===== src/rtl/hiccup_pkg.sv =====
package hiccup_pkg;

  typedef enum logic [1:0] {
    ST_ARMED     = 2'b00,
    ST_OFF_FIRST = 2'b01,
    ST_RETRY_ON  = 2'b10,
    ST_OFF_LONG  = 2'b11
  } hic_state_e;

  function automatic logic is_off(input hic_state_e s);
    return (s == ST_OFF_FIRST) || (s == ST_OFF_LONG);
  endfunction

endpackage


===== src/rtl/hiccup_rst_sync.sv =====
module hiccup_rst_sync #(
  parameter int STAGES = 2
) (
  input  logic clk,
  input  logic rst_n,
  output logic rst_sync_n
);

  logic [STAGES-1:0] sync_q;

  genvar g;
  generate
    for (g = 0; g < STAGES; g++) begin : g_stage
      if (g == 0) begin : g_first
        always_ff @(posedge clk or negedge rst_n) begin
          if (!rst_n) sync_q[0] <= 1'b0;
          else        sync_q[0] <= 1'b1;
        end
      end else begin : g_rest
        always_ff @(posedge clk or negedge rst_n) begin
          if (!rst_n) sync_q[g] <= 1'b0;
          else        sync_q[g] <= sync_q[g-1];
        end
      end
    end
  endgenerate

  assign rst_sync_n = sync_q[STAGES-1];

endmodule


===== src/rtl/hiccup_limit_sel.sv =====
module hiccup_limit_sel
  import hiccup_pkg::*;
#(
  parameter int W                = 17,
  parameter int ON_CYCLES        = 3300,
  parameter int OFF_FIRST_CYCLES = 9900,
  parameter int OFF_LONG_CYCLES  = 99000
) (
  input  hic_state_e   state,
  output logic [W-1:0] limit
);

  localparam logic [W-1:0] LIM_ON    = W'(ON_CYCLES);
  localparam logic [W-1:0] LIM_FIRST = W'(OFF_FIRST_CYCLES);
  localparam logic [W-1:0] LIM_LONG  = W'(OFF_LONG_CYCLES);

  always_comb begin
    unique case (state)
      ST_OFF_FIRST: limit = LIM_FIRST;
      ST_OFF_LONG:  limit = LIM_LONG;
      default:      limit = LIM_ON;
    endcase
  end

endmodule


===== src/rtl/hiccup_counter.sv =====
module hiccup_counter #(
  parameter int W = 17
) (
  input  logic         clk,
  input  logic         rst_n,
  input  logic         tick,
  input  logic         clr,
  input  logic [W-1:0] limit,
  output logic         done
);

  logic [W-1:0] cnt_q;
  logic [W-1:0] cnt_d;
  logic         cnt_en;

  assign done   = tick && (cnt_q == (limit - W'(1)));
  assign cnt_en = clr || tick;

  always_comb begin
    if (clr) cnt_d = '0;
    else     cnt_d = cnt_q + W'(1);
  end

  always_ff @(posedge clk or negedge rst_n) begin
    if (!rst_n)      cnt_q <= '0;
    else if (cnt_en) cnt_q <= cnt_d;
  end

endmodule


===== src/rtl/hiccup_ctrl.sv =====
module hiccup_ctrl
  import hiccup_pkg::*;
(
  input  logic       clk,
  input  logic       rst_n,
  input  logic       tick,
  input  logic       fb_high,
  input  logic       shut_req,
  input  logic       done,
  output hic_state_e state,
  output logic       clr
);

  hic_state_e state_q;
  hic_state_e state_d;
  logic       fb_seen;

  assign fb_seen = tick && fb_high;

  always_comb begin
    state_d = state_q;
    unique case (state_q)
      ST_ARMED: begin
        if (shut_req)     state_d = ST_OFF_FIRST;
        else if (fb_seen) state_d = ST_ARMED;
        else if (done)    state_d = ST_OFF_FIRST;
      end
      ST_RETRY_ON: begin
        if (shut_req)     state_d = ST_OFF_LONG;
        else if (fb_seen) state_d = ST_ARMED;
        else if (done)    state_d = ST_OFF_LONG;
      end
      ST_OFF_FIRST: begin
        if (done) state_d = ST_RETRY_ON;
      end
      ST_OFF_LONG: begin
        if (done) state_d = ST_RETRY_ON;
      end
      default: state_d = ST_ARMED;
    endcase
  end

  assign clr = (state_d != state_q) || (fb_seen && !is_off(state_q));

  always_ff @(posedge clk or negedge rst_n) begin
    if (!rst_n) state_q <= ST_ARMED;
    else        state_q <= state_d;
  end

  assign state = state_q;

endmodule


===== src/rtl/hiccup_timer.sv =====
module hiccup_timer
  import hiccup_pkg::*;
#(
  parameter int ON_CYCLES        = 3300,
  parameter int OFF_FIRST_CYCLES = 9900,
  parameter int OFF_LONG_CYCLES  = 99000,
  parameter int SYNC_STAGES      = 2
) (
  input  logic       clk,
  input  logic       rst_n,
  input  logic       cycle_start,
  input  logic       fb_high,
  input  logic       shut_req,
  output logic       sw_inhibit,
  output logic [1:0] fault_state
);

  localparam int MAX_A = (ON_CYCLES > OFF_FIRST_CYCLES) ? ON_CYCLES : OFF_FIRST_CYCLES;
  localparam int MAX_CYC = (MAX_A > OFF_LONG_CYCLES) ? MAX_A : OFF_LONG_CYCLES;
  localparam int CW = $clog2(MAX_CYC + 1);

  logic         rst_sync_n;
  logic [CW-1:0] limit;
  logic         done;
  logic         clr;
  hic_state_e   state;

  hiccup_rst_sync #(.STAGES(SYNC_STAGES)) u_rst (
    .clk        (clk),
    .rst_n      (rst_n),
    .rst_sync_n (rst_sync_n)
  );

  hiccup_limit_sel #(
    .W                (CW),
    .ON_CYCLES        (ON_CYCLES),
    .OFF_FIRST_CYCLES (OFF_FIRST_CYCLES),
    .OFF_LONG_CYCLES  (OFF_LONG_CYCLES)
  ) u_lim (
    .state (state),
    .limit (limit)
  );

  hiccup_counter #(.W(CW)) u_cnt (
    .clk   (clk),
    .rst_n (rst_sync_n),
    .tick  (cycle_start),
    .clr   (clr),
    .limit (limit),
    .done  (done)
  );

  hiccup_ctrl u_ctrl (
    .clk      (clk),
    .rst_n    (rst_sync_n),
    .tick     (cycle_start),
    .fb_high  (fb_high),
    .shut_req (shut_req),
    .done     (done),
    .state    (state),
    .clr      (clr)
  );

  assign sw_inhibit  = is_off(state);
  assign fault_state = state;

endmodule


===== config.mk =====
export PLATFORM = sky130hd
export DESIGN_NAME = hiccup_timer
export DESIGN_NICKNAME = d
export VERILOG_FILES = /design/src/rtl/hiccup_pkg.sv /design/src/rtl/hiccup_rst_sync.sv /design/src/rtl/hiccup_limit_sel.sv /design/src/rtl/hiccup_counter.sv /design/src/rtl/hiccup_ctrl.sv /design/src/rtl/hiccup_timer.sv
export SDC_FILE = /design/constraint.sdc
export NUM_CORES = 1
export LEC_CHECK = 0
export BUFFER_PORTS_ARGS = -buffer_cell sky130_fd_sc_hd__buf_2
export CAP_MARGIN = 10
export CORE_MARGIN = 10
export CORE_UTILIZATION = 50
export CTS_BUF_LIST = sky130_fd_sc_hd__clkbuf_4 sky130_fd_sc_hd__clkbuf_8 sky130_fd_sc_hd__clkbuf_16
export CTS_CLUSTER_DIAMETER = 80
export CTS_CLUSTER_SIZE = 16
export DETAILED_ROUTE_END_ITERATION = 10
export GPL_TIMING_DRIVEN = 1
export PLACE_DENSITY = 0.71
export SYNTH_ARGS = -nofsm -noshare
export SYNTH_HDL_FRONTEND = slang
export SYNTH_SLANG_ARGS = --single-unit

===== constraint.sdc =====
create_clock -name clk -period 0.85 [get_ports clk]
set_clock_uncertainty 0.05 [all_clocks]
set_input_delay 0.0425 -clock clk [delete_from_list [all_inputs] [get_ports clk]]
set_output_delay 0.0425 -clock clk [all_outputs]
set_load 0.005 [all_outputs]

Word level (Yosys, flattened, before mapping)
Cells that the tools add are included.

word-level totals
  bits in latches = 0
  logic and storage cells = 30
  output and inout port bits = 3
  bits in registers = 21
  memory bits (read-only) = 0
  bits of input ports = 5
  memory bits (writable) = 0
  memories kept = 0

operators by class
  order comparisons = 0
  divide/modulo/power cells = 0
  add/subtract/negate cells = 2
  muxes and demuxes = 10
  reductions and logical operators = 9
  bitwise gates (word level) = 0
  $mul = 0
  shift operators = 0
  equal/unequal tests = 5

operators with widths
  cell                   number
  $pmux 17 s2            1
  $add 17x1->17 const B  1
  $eq 17x17->1           1
  $mux 17                1
  $sub 17x1->17 const B  1
  $mux 2                 7
  $pmux 2 s3             1
  $eq 2x2->1 const B     2
  $logic_and 1x1->1      3
  $logic_or 1x1->1       3
  $eq 2x1->1 const B     1
  $logic_not 2->1        1
  $ne 2x2->1             1
  $reduce_or 2->1        1
  $logic_not 1->1        1

Longest topological paths before layout
Gate-level depths: netlist (run 1).

  depth in word-level cells = 12
  gate-level depth with buffers = 7
  mapped depth without buffers = 6

By module
Synthesis (run 1) repeated with hierarchy kept, for this count alone.

unflattened totals
  cells, all modules = 204
  area total of the unflattened synthesis = 1717.9 um^2

modules (own cells, without submodules)
  module            instances  sequential area each (um^2)  area each (um^2)  cells an instance
  hiccup_counter    1          425.4                        1443.9            172
  hiccup_limit_sel  1          0.0                          121.4             19
  hiccup_ctrl       1          50.0                         95.1              9
  hiccup_rst_sync   1          50.0                         53.8              3
  hiccup_timer      1          0.0                          3.8               1

Worst setup path before layout (run 1)
OpenSTA, ideal clock, no wires.

  path kind = flip-flop to flip-flop
  from = reg u_ctrl.state_q[0], in the netlist u_ctrl.state[0]
  to = reg u_cnt.cnt_q[6]
  arrival time = 1.660 ns
  stages on the path, launching flop included = 8
  clock period less this slack = 1.829 ns
  path slack = -0.979 ns
  data required time = 0.681 ns
  path buffers = 2
  setup time = 0.119 ns
  cells stage by stage = dfrtp_1 > buf_2 > nor3b_1 > o2111ai_1 > a2111oi_4 > o21bai_4 > buf_4 > nor2_1

on the way
  cells in the longest elaborated chain, start to end = 12
  elaborated cells between the ends (all ways) = 24
  those cells by class = add/sub (1); eq/ne (5); mux (10); reduce/logical (8)

RTL lines
  what                                         line                                                         RTL
  from (decl)                                  hiccup_ctrl.sv:14                                            hic_state_e state_q;
  from (signal assigned)                       hiccup_ctrl.sv:47                                            else state_q <= state_d;
  $eq 2x2->1 or $eq 2x1->1 (tied branches)     hiccup_pkg.sv:11, hiccup_limit_sel.sv:18, hiccup_ctrl.sv:22
  $pmux 17 s2                                  hiccup_limit_sel.sv:18                                       unique case (state)
  $sub 17x1->17                                hiccup_counter.sv:16                                         assign done = tick && (cnt_q == (limit - W'(1)));
  $eq 17x17->1                                 hiccup_counter.sv:16
  $logic_and 1x1->1                            hiccup_counter.sv:16
  $mux 2, on equally long branches             hiccup_ctrl.sv:31, hiccup_ctrl.sv:26
  $mux 2, on equally long branches             hiccup_ctrl.sv:30, hiccup_ctrl.sv:25
  $mux 2, on equally long branches             hiccup_ctrl.sv:29, hiccup_ctrl.sv:24
  $pmux 2 s3                                   hiccup_ctrl.sv:22                                            unique case (state_q)
  $ne 2x2->1                                   hiccup_ctrl.sv:43                                            assign clr = (state_d != state_q) || (fb_seen && !is_off(state_q));
  $logic_or 1x1->1 *                           hiccup_ctrl.sv:43
  $mux 17 or $logic_or 1x1->1 (tied branches)  hiccup_counter.sv:20, hiccup_counter.sv:17
  to (signal assigned)                         hiccup_counter.sv:26                                         else if (cnt_en) cnt_q <= cnt_d;
  to (decl)                                    hiccup_counter.sv:12                                         logic [W-1:0] cnt_q;

Mark *: on every way between the ends. The rest lies on a longest branch, timed or not.
A chain may end at the register's enable or synchronous reset.

Final worst setup path (run 1)
  from = reg u_cnt.cnt_q[13]
  to = reg u_ctrl.state_q[0], in the netlist u_ctrl.state[0]

on the way
  cells in the longest elaborated chain, start to end = 6
  elaborated cells between the ends (all ways) = 10
  those cells by class = eq/ne (1); mux (8); reduce/logical (1)

RTL lines
  what                              line                                  RTL
  $eq 17x17->1 *                    hiccup_counter.sv:16
  $logic_and 1x1->1 *               hiccup_counter.sv:16
  $mux 2, on equally long branches  hiccup_ctrl.sv:31, hiccup_ctrl.sv:26
  $mux 2, on equally long branches  hiccup_ctrl.sv:30, hiccup_ctrl.sv:25
  $mux 2, on equally long branches  hiccup_ctrl.sv:29, hiccup_ctrl.sv:24
  $pmux 2 s3 *                      hiccup_ctrl.sv:22
  via u_ctrl.state_d[0]             hiccup_ctrl.sv:15                     hic_state_e state_d;

Mark *: on every way through the listed nets, which the timed path passes. The rest lies on a longest branch.

==> flow_summary.json, run 1 <==
{
  "outcome": "finished, violations left",
  "violations": "setup timing",
  "total_power_uw": 2770,
  "drc": 0,
  "clockBufferDepth": 2,
  "grt_start_max_net_pins": 20,
  "fin_crit_sh_pct": 221,
  "grt.total_usage_pct": 15.2,
  "r2r_cells": 6,
  "clock_power_share_pct": 18.5,
  "ios": 8,
  "r2r-start": "u_cnt.cnt_q[13]$_DFFE_PN0P_",
  "antenna_left": 0,
  "finalNetCount": 174,
  "clk_latency_ps": 320,
  "ctsHtreeMaxLevel": 1,
  "setup_viol": 22,
  "r2r_slack_ps": -1030,
  "max_slew_margin_pct": 65.8,
  "hold_viol": 0,
  "ys_ff_latch": 21,
  "cts.sinks": 21,
  "syn_avg_cell_area_um2": 9.80,
  "slew_viol_final": 0,
  "overflow": 0,
  "gp_congestion": 0.853,
  "crit_path_start_kind": "flop",
  "switchingPower_uw": 934,
  "synth_edf_count": 0,
  "cts_inserted_buffers": 3,
  "firstDrtPassIters": 4,
  "min_period_ps": 1880,
  "drive_above_1_share_pct": 43.7,
  "synth_warnings": 0,
  "coreArea_um2": 2190,
  "yosysSeqAreaShare_pct": 46.2,
  "grt_pass1_vias": 1111,
  "p_leak_uw": 0.000776,
  "maxCapViolations": 0,
  "seqPwrFrac_pct": 48.7,
  "crit_arrival_ps": 2070,
  "power_frac_comb_pct": 32.8,
  "setup-tns-final_ps": -19470,
  "antenna_cells": 0,
  "cts_tree": "built",
  "wl_per_cell_um": 16.0,
  "cp_max_fo": 4,
  "nFillCells": 173,
  "worstSetupEndpointType": "flop",
  "syn_inst": 116,
  "die_area_um2": 4580,
  "p_sw_share_pct": 33.8,
  "worst_slack_ps": -1030,
  "viasPerCell": 5.42,
  "initial_core_util_pct": 51.9,
  "antenna_found_initial": 0,
  "synth_flop_cell": "dfrtp_1",
  "ir_worst_vdd_v": 0.00211,
  "numPortBuffers": 7,
  "clk_pin_slew_worst_paths_ps": 130,
  "rsz0062_at_grt": "true",
  "vias": 1056,
  "dp_hpwl_um": 1920,
  "cts-root-buf": "clkbuf_4",
  "grt_pass1_wl_um": 5200,
  "syn_area_um2": 1140,
  "worst_pin_slew_ps": 514,
  "drt-initial-drc-count": 37,
  "synthToLayoutAreaGrowth_pct": 48.6,
  "fp.dieH_um": 67.7,
  "power.internal_uw": 1830,
  "crit_type": "reg2reg",
  "syn-num-nets": 122,
  "timing.rr.end": "u_ctrl.state[0]$_DFF_PN0_",
  "whs_endpoint": "u_ctrl.state[1]$_DFF_PN0_",
  "p_per_area_nw_per_um2": 1640,
  "rows": 17,
  "ys_types": 34,
  "hp-class": "in2reg",
  "routed_wl_um": 3130,
  "whs_path_depth": 4,
  "cp_data_required_time_ps": 1040,
  "async_reset_ff_share_pct": 100,
  "die_w_um": 67.7,
  "hp-start": "shut_req",
  "clock.fmax_mhz": 532
}
## worst max-delay path by stage
stage	startpoint	to	slack, ps	cells after the start
after CTS	u_ctrl.state[1]$_DFF_PN0_	u_cnt.cnt_q[13]$_DFFE_PN0P_	-920	6
after global placement	u_ctrl.state[0]$_DFF_PN0_	u_cnt.cnt_q[5]$_DFFE_PN0P_	-920	5
after detailed placement	u_ctrl.state[0]$_DFF_PN0_	u_cnt.cnt_q[16]$_DFFE_PN0P_	-1080	5
final	u_cnt.cnt_q[13]$_DFFE_PN0P_	u_ctrl.state[0]$_DFF_PN0_	-1030	6
after global routing	u_cnt.cnt_q[13]$_DFFE_PN0P_	u_ctrl.state[0]$_DFF_PN0_	-1070	6
after floorplan	u_ctrl.state[0]$_DFF_PN0_	u_cnt.cnt_q[6]$_DFFE_PN0P_	-970	7
## registers in the layout, summed over array words and instances (netlist names)
signal / cells
u_cnt.cnt_q: 17
u_ctrl.state: 2
u_rst.rst_sync_n: 1
u_rst.sync_q: 1
## through the flow
| step | cell area [um2] | hold WS (ps) | utilization (%) | worst slack [ps] | std cells |
|---|---|---|---|---|---|
| finish | 1690 | 72.3 | 77.2 | -1030 | 195 |
| CTS | 1640 | 24.6 | 75.0 | -921 | 192 |
| floorplan | 1160 | -303 | - | -969 | 116 |
| detailed placement | 1450 | -221 | 66.1 | -1080 | 180 |
| global route | 1690 | 72.7 | 77.2 | -1070 | 195 |
| global placement | 1450 | -223 | 66.1 | -918 | 180 |
## power groups by stage
stage | registers [uW] | logic, uW | clock network, uW
after floorplan | 1320 | 450 | 0
after global placement | 1330 | 801 | 0
after detailed placement | 1330 | 831 | 0
after CTS | 1330 | 881 | 519
after global routing | 1370 | 1020 | 568
final | 1350 | 906 | 513
## per-layer routing
layer	global-route usage [%]	vias to the layer above	wire (um)
li1	-	501	-
met1	16.4	513	1220
met2	25.8	27	1640
met3	2.98	15	95
met4	11.0	0	170
met5	0	-	0
## cell usage in the layout, fill, tap and decap left out, drive strengths merged, types with 2 or more instances in the layout
master | netlist | final
nor2b | 2 | 2
clkbuf | 1 | 3
nor2 | 20 | 20
xor2 | 11 | 11
o21bai | 1 | 2
inv | 3 | 3
dlygate4sd3 | 0 | 2
nor3b | 2 | 2
nand4 | 2 | 2
buf | 4 | 49
xnor2 | 5 | 5
dfrtp | 21 | 21
nor4 | 2 | 2
a21oi | 2 | 2
and4 | 2 | 2
nand3 | 7 | 7
a211oi | 3 | 3
and3 | 3 | 3
nand2 | 10 | 10
## worst max-delay path, cell delays in order, from the launching register on
cell and delay [ps]:
dfrtp_2 450, nor4bb_4 370, a211oi_2 90, a2111oi_4 400, buf_4 210, a211oi_4 70, a21oi_2 160
## kinds of logic (layout without fill, tap and decap cells)
kind of cell	Yosys count	after routing	synth area share [%]
buffers and inverters	8	58	3.30
AO/OA/AOI/OAI	11	12	9.57
XOR/XNOR	16	16	12.3
multiplexers	1	1	0.880
adder cells (fa/ha/maj)	1	1	1.10
AND/OR/NAND/NOR	57	57	26.3
other	1	1	0.330
flip-flops	21	21	46.2
## synthesized netlist by cell type (all sizes together), types with 2 or more instances
master   n  area share, %
nor2b    2            1.1
a21oi    2           0.88
nor3b    2            1.3
dfrtp   21             46
nand3    7            3.1
a211oi   3            2.0
nand4    2            1.1
and4     2            1.5
inv      3           0.99
xor2    11            8.5
and3     3            1.7
buf      4            2.0
nor2    20            6.6
nand2   10            3.3
xnor2    5            3.9
nor4     2            1.1
## timing repair
action / in CTS / in global routing
gates cloned: 1 / 0
pin swaps: 3 / 2
buffers inserted: 5 / 3
gates resized for setup: 24 / 6
endpoints found under the setup margin: 22 / 22
endpoints found under the hold margin: 2 / 0
hold buffers: 2 / 0
## final cells by class
type	count	area [um2]	share of cell area, %
multi-input cells	88	674	39.9
flip-flops and latches	21	532	31.5
repair buffers	51	410	24.3
well taps	28	35.0	2.07
clock buffers	3	22.5	1.33
inverters	3	11.3	0.666
clock inverters	1	5.00	0.296
Power figures use the tool's default switching activity.
==> run 2: changes to the inputs <==
clock period = 2.1 ns   (was 0.85 ns; I/O delays follow)
==> run 2 against run 1 <==
Net effect:
- the flow now finishes without violations
- sequential share of layout area up 11 points
- first-iteration DRC count down 70%
- sequential cell count unchanged
- clock power down 63%
- sequential power down 58%
- non-clock buffer count down 40
- global-route usage down 4.4 points
- core utilization down 20 points
- critical endpoint is now u_cnt.cnt_q[6]$_DFFE_PN0P_
==> flow_summary.json, run 2 (synthesis results as in run 1) <==
{
  "outcome": "finished clean",
  "routed_wl_um": 2200,
  "cts-resized-gates": 0,
  "r2r_cells": 5,
  "fp.dieH_um": 67.7,
  "grt_start_max_net_pins": 20,
  "slew_viol_final": 0,
  "r2r_slack_ps": 140,
  "cp_top_family": "compound AO/OA/AOI/OAI gates",
  "maxCapViolations": 0,
  "setup-tns-final_ps": 0,
  "clk_latency_ps": 300,
  "cts.sinks": 21,
  "p_per_area_nw_per_um2": 765,
  "antenna_cells": 0,
  "timing.rr.end": "u_cnt.cnt_q[6]$_DFFE_PN0P_",
  "antenna_found_initial": 0,
  "grt_pass1_wl_um": 3830,
  "vias": 856,
  "critPathSlowestCell": "dfrtp_1",
  "clockBufferDepth": 2,
  "crit_arrival_ps": 2080,
  "grt.total_usage_pct": 10.8,
  "path_buf_inv": 0,
  "worst_pin_slew_ps": 749,
  "cp_max_fo": 17,
  "cts_inserted_buffers": 3,
  "max_slew_margin_pct": 50.1,
  "max_stage_delay_ps": 490,
  "rows": 17,
  "cts_tree": "built",
  "fin_crit_sh_pct": 93.3,
  "nFillCells": 200,
  "ctsHtreeMaxLevel": 1,
  "holdBufCountCts": 2,
  "stdcell_count": 154,
  "mostFrequentLayoutCell": "dfrtp_1",
  "grt_pass1_vias": 834,
  "hp-class": "in2async",
  "die_w_um": 67.7,
  "synthToLayoutAreaGrowth_pct": 9.35,
  "dp_hpwl_um": 1630,
  "cp_data_required_time_ps": 2230,
  "largest_reg_flops": 17,
  "numPortBuffers": 7,
  "dp.cells": 148,
  "drc": 0,
  "min_period_ps": 1960,
  "rsz0062_at_grt": "false",
  "hold_viol": 0,
  "clock.fmax_mhz": 510,
  "ios": 8,
  "post_dp_cell_area_um2": 1200,
  "mostFrequentLayoutCells": "21 x dfrtp_1, 20 x nor2_1, 11 x xor2_1, 10 x nand2_1",
  "ir_worst_vdd_v": 0.000492,
  "regMostFlops": "u_cnt.cnt_q",
  "worstSetupEndpointType": "flop",
  "firstDrtPassIters": 4,
  "coreArea_um2": 2190,
  "total_power_uw": 952,
  "die_area_um2": 4580,
  "gp_congestion": 0.869,
  "setup_viol": 0,
  "drive_above_1_share_pct": 11.9,
  "overflow": 0,
  "antenna_left": 0,
  "clk_pin_slew_worst_paths_ps": 110,
  "finalNetCount": 133,
  "drt-initial-drc-count": 11,
  "final_cell_area_um2": 1240,
  "post_cts_buffers": 0,
  "crit_type": "reg2reg",
  "fin_util_pct": 56.8,
  "crit_chain": "nor4b_1 -> a211oi_1 -> a2111oi_4 -> o21bai_4 -> nor2_1",
  "crit_path_start_kind": "flop",
  "cts-root-buf": "clkbuf_4",
  "initial_core_util_pct": 51.9,
  "p_leak_uw": 0.000560,
  "viasPerCell": 5.56,
  "wl_per_cell_um": 14.3,
  "r2r-start": "u_ctrl.state[0]$_DFF_PN0_"
}
-- run 2: worst max path at each step --
stage | from | end | slack, ps | cells after the start
after floorplan | u_ctrl.state[0]$_DFF_PN0_ | u_cnt.cnt_q[6]$_DFFE_PN0P_ | 270 | 7
after global placement | u_ctrl.state[0]$_DFF_PN0_ | u_cnt.cnt_q[14]$_DFFE_PN0P_ | 230 | 5
after detailed placement | u_ctrl.state[0]$_DFF_PN0_ | u_cnt.cnt_q[8]$_DFFE_PN0P_ | 180 | 5
after CTS | u_ctrl.state[0]$_DFF_PN0_ | u_cnt.cnt_q[14]$_DFFE_PN0P_ | 140 | 5
after global routing | u_ctrl.state[0]$_DFF_PN0_ | u_cnt.cnt_q[6]$_DFFE_PN0P_ | 10 | 5
final | u_ctrl.state[0]$_DFF_PN0_ | u_cnt.cnt_q[6]$_DFFE_PN0P_ | 140 | 5
-- run 2: cell type report --
| cell class | count | area (um2) | share of cell area [%] |
|---|---|---|---|
| clock buffers | 3 | 22.5 | 1.81 |
| well taps | 28 | 35.0 | 2.82 |
| inverters | 3 | 11.3 | 0.905 |
| multi-input cells | 87 | 574 | 46.2 |
| flip-flops and latches | 21 | 526 | 42.3 |
| repair buffers | 11 | 70.1 | 5.63 |
| clock inverters | 1 | 5.00 | 0.402 |
-- run 2: routing by layer --
| metal | part of all wire (%) | global-route usage, % |
|---|---|---|
| met4 | 1.6 | 6.41 |
| met2 | 49 | 16.4 |
| met5 | 0 | 0 |
| met3 | 3.9 | 3.14 |
| met1 | 46 | 13.2 |
-- run 2: stage by stage --
| step | hold slack (ps) | setup slack [ps] |
|---|---|---|
| after floorplan | -241 | 271 |
| after global placement | -160 | 233 |
| after detailed placement | -158 | 185 |
| after CTS | 40.4 | 138 |
| after global routing | 43.4 | 13.6 |
| final | 51.9 | 141 |
-- run 2: power breakdown --
group	internal (uW)	total, uW	leakage (uW)	switching [uW]
Clock	70.9	188	0.0000177	117
Sequential	468	573	0.000272	105
Combinational	96.7	191	0.000270	94.6
==> run 3: changes to the inputs <==
ABC_AREA = 1   (was default)
CTS_BUF_LIST = default   (was sky130_fd_sc_hd__clkbuf_4 sky130_fd_sc_hd__clkbuf_8 sky130_fd_sc_hd__clkbuf_16)
==> run 3 against run 2 <==
Net effect:
- synthesized area grew 13%
- die area up 8.8%
- final cell count rose by 34%
- combinational power up 46%
- sequential cell count unchanged
- hold slack lost 10 ps
- setup slack gained 47 ps
- final area up 7.9%
- clock power grew 6%
- synthesized cell count up 46%
- sequential power fell by 0.9%
- core utilization down 2.1 points
==> flow_summary.json, run 3 <==
{
  "cp_data_required_time_ps": 2230,
  "clk_pin_slew_worst_paths_ps": 110,
  "mostFrequentLayoutCell": "nand2_1",
  "power_frac_comb_pct": 26.7,
  "firstDrtPassIters": 4,
  "setup-tns-final_ps": 0,
  "coreArea_um2": 2450,
  "hp-class": "in2reg",
  "regMostFlops": "u_cnt.cnt_q",
  "initial_core_util_pct": 52.1,
  "mostFrequentLayoutCells": "39 x nand2_1, 26 x nor2_1, 21 x dfrtp_1, 19 x inv_1, 15 x nand3_1",
  "pre_cts_slack_ps": 229,
  "r2r_cells": 9,
  "vias": 1070,
  "maxCapViolations": 0,
  "syn-num-nets": 175,
  "crit_path_start_kind": "flop",
  "r2r_slack_ps": 190,
  "switchingPower_uw": 376,
  "synth_warnings": 0,
  "overflow": 0,
  "outcome": "finished clean",
  "ys_ff_latch": 21,
  "cts-resized-gates": 0,
  "power.internal_uw": 671,
  "wl_per_cell_um": 12.9,
  "fin_crit_sh_pct": 91.1,
  "p_sw_share_pct": 35.9,
  "die_area_um2": 4980,
  "ys_types": 23,
  "total_power_uw": 1050,
  "rsz0062_at_grt": "false",
  "drive_above_1_share_pct": 15.8,
  "grt_pass1_vias": 1063,
  "slew_viol_final": 0,
  "drt-initial-drc-count": 126,
  "post_cts_buffers": 0,
  "yosysSeqAreaShare_pct": 41.1,
  "synth_top_area_cell": "dfrtp_1",
  "worst_pin_slew_ps": 788,
  "syn_inst": 169,
  "synth.area.top_cells": "dfrtp_1 41%, nand2_1 11%, nor2_1 7.6%, nor2_2 6.8%, nand3_1 5.9%",
  "synth_edf_count": 0,
  "drc": 0,
  "p_per_area_nw_per_um2": 780,
  "cts-root-buf": "clkbuf_4",
  "max_slew_margin_pct": 47.4,
  "synth.top_cell.area_share_pct": 41.1,
  "cts_tree": "built",
  "dp_hpwl_um": 1940,
  "die_w_um": 70.6,
  "dp.cells": 202,
  "yosys-top-cells-count": "39 x nand2_1, 26 x nor2_1, 21 x dfrtp_1",
  "crit_type": "reg2reg",
  "ctsHtreeMaxLevel": 1,
  "antenna_found_initial": 0,
  "rows": 18,
  "fp.dieH_um": 70.6,
  "grt_pass1_wl_um": 4690,
  "ir_worst_vdd_v": 0.000501,
  "crit_arrival_ps": 2040,
  "antenna_left": 0,
  "whs_path_depth": 3,
  "largest_reg_flops": 17,
  "ios": 8,
  "numPortBuffers": 7,
  "hold_viol": 0,
  "viasPerCell": 5.17,
  "cts.sinks": 21,
  "finalNetCount": 184,
  "worstSetupEndpointType": "flop",
  "clk_latency_ps": 310,
  "async_reset_ff_share_pct": 100,
  "cts_inserted_buffers": 3,
  "antenna_cells": 0,
  "stdcell_count": 207,
  "routed_wl_um": 2660,
  "syn_area_um2": 1280,
  "cp_max_fo": 17,
  "syn_avg_cell_area_um2": 7.57,
  "min_period_ps": 1910,
  "gp_congestion": 0.876,
  "final_cell_area_um2": 1340,
  "setup_viol": 0,
  "grt_start_max_net_pins": 20,
  "grt.total_usage_pct": 11.1,
  "yosysMostFrequentCell": "nand2_1",
  "post_dp_cell_area_um2": 1310,
  "clock.fmax_mhz": 523,
  "worst_slack_ps": 187,
  "synthToLayoutAreaGrowth_pct": 4.89,
  "clockBufferDepth": 2,
  "clock_power_share_pct": 19.1,
  "nFillCells": 243,
  "seqPwrFrac_pct": 54.2,
  "p_leak_uw": 0.000634,
  "synth_flop_cell": "dfrtp_1"
}
## run 3: cell count changes after synthesis, moves of 6 or more
| cell | delta |
|---|---|
| nor2_1 | +6 |
| inv_1 | +16 |
| nor2_2 | +14 |
| nand3_1 | +8 |
| nand2_1 | +29 |
## run 3: layer usage
layer | wire length [um] | GRT usage [%] | up-vias
met1 | 1220 | 14.4 | 505
met5 | 0 | 0 | -
met2 | 1260 | 17.3 | 23
met4 | 47 | 5.38 | 0
li1 | - | - | 536
met3 | 135 | 2.23 | 6
## run 3: worst max-delay path: stages (launching register included)
cell and delay [ps]:
dfrtp_1 600, inv_1 180, nand2_1 90, nand2_1 50
nor2_1 100, nand2_1 80, nor2_2 130, nand2_2 110
o21ai_4 260, nor2_1 120
## run 3: area by class of cell
| class | count | area, um2 | area share [%] |
|---|---|---|---|
| tap | 30 | 37.5 | 2.80 |
| timing repair buffer | 8 | 45.0 | 3.36 |
| multi-input combinational | 124 | 633 | 47.2 |
| inverter | 20 | 75.1 | 5.59 |
| sequential | 21 | 526 | 39.1 |
| clock buffer | 4 | 26.3 | 1.96 |
## run 3: timing repair
action / CTS / global route
hold endpoints to repair: 2 / 0
hold buffers: 1 / 0
endpoints found under the setup margin: 0 / 0
## run 3: logic make-up after synthesis
family          share of synthesized area (%)
simple gates                             35.5
xor+xnor                                 7.53
other cells                             0.293
fa+ha+maj                               0.977
buf+inv                                  9.48
mux                                     0.782
compound gates                           4.40
flops                                    41.1
## run 3: power groups by stage
stage                     combinational (uW)  sequential (uW)  clock, uW
after global placement                   265              574          0
after detailed placement                 275              576          0
after floorplan                          231              554          0
final                                    279              568        200
after global routing                     333              581        229
after CTS                                281              567        207
## run 3: path summary, 6_finish.rpt
kind                                             from                          end
setup / recovery            u_ctrl.state[0]$_DFF_PN0_  u_cnt.cnt_q[15]$_DFFE_PN0P_
hold / removal                               shut_req    u_ctrl.state[0]$_DFF_PN0_
setup reg to reg            u_ctrl.state[0]$_DFF_PN0_  u_cnt.cnt_q[15]$_DFFE_PN0P_
hold reg to reg            u_rst.rst_sync_n$_DFF_PN0_   u_cnt.cnt_q[4]$_DFFE_PN0P_
max in group asynchronous  u_rst.rst_sync_n$_DFF_PN0_    u_ctrl.state[1]$_DFF_PN0_
min in group asynchronous                       rst_n    u_rst.sync_q[0]$_DFF_PN0_
## run 3: per-stage QoR
| stage | utilization [%] | hold WS [ps] |
|---|---|---|
| 2_1_floorplan | - | -241 |
| 3_3_place_gp | 53.2 | -159 |
| 3_5_place_dp | 53.2 | -157 |
| 4_1_cts | 54.7 | 32.8 |
| 5_1_grt | 54.7 | 28.2 |
| 6_report | 54.7 | 41.6 |
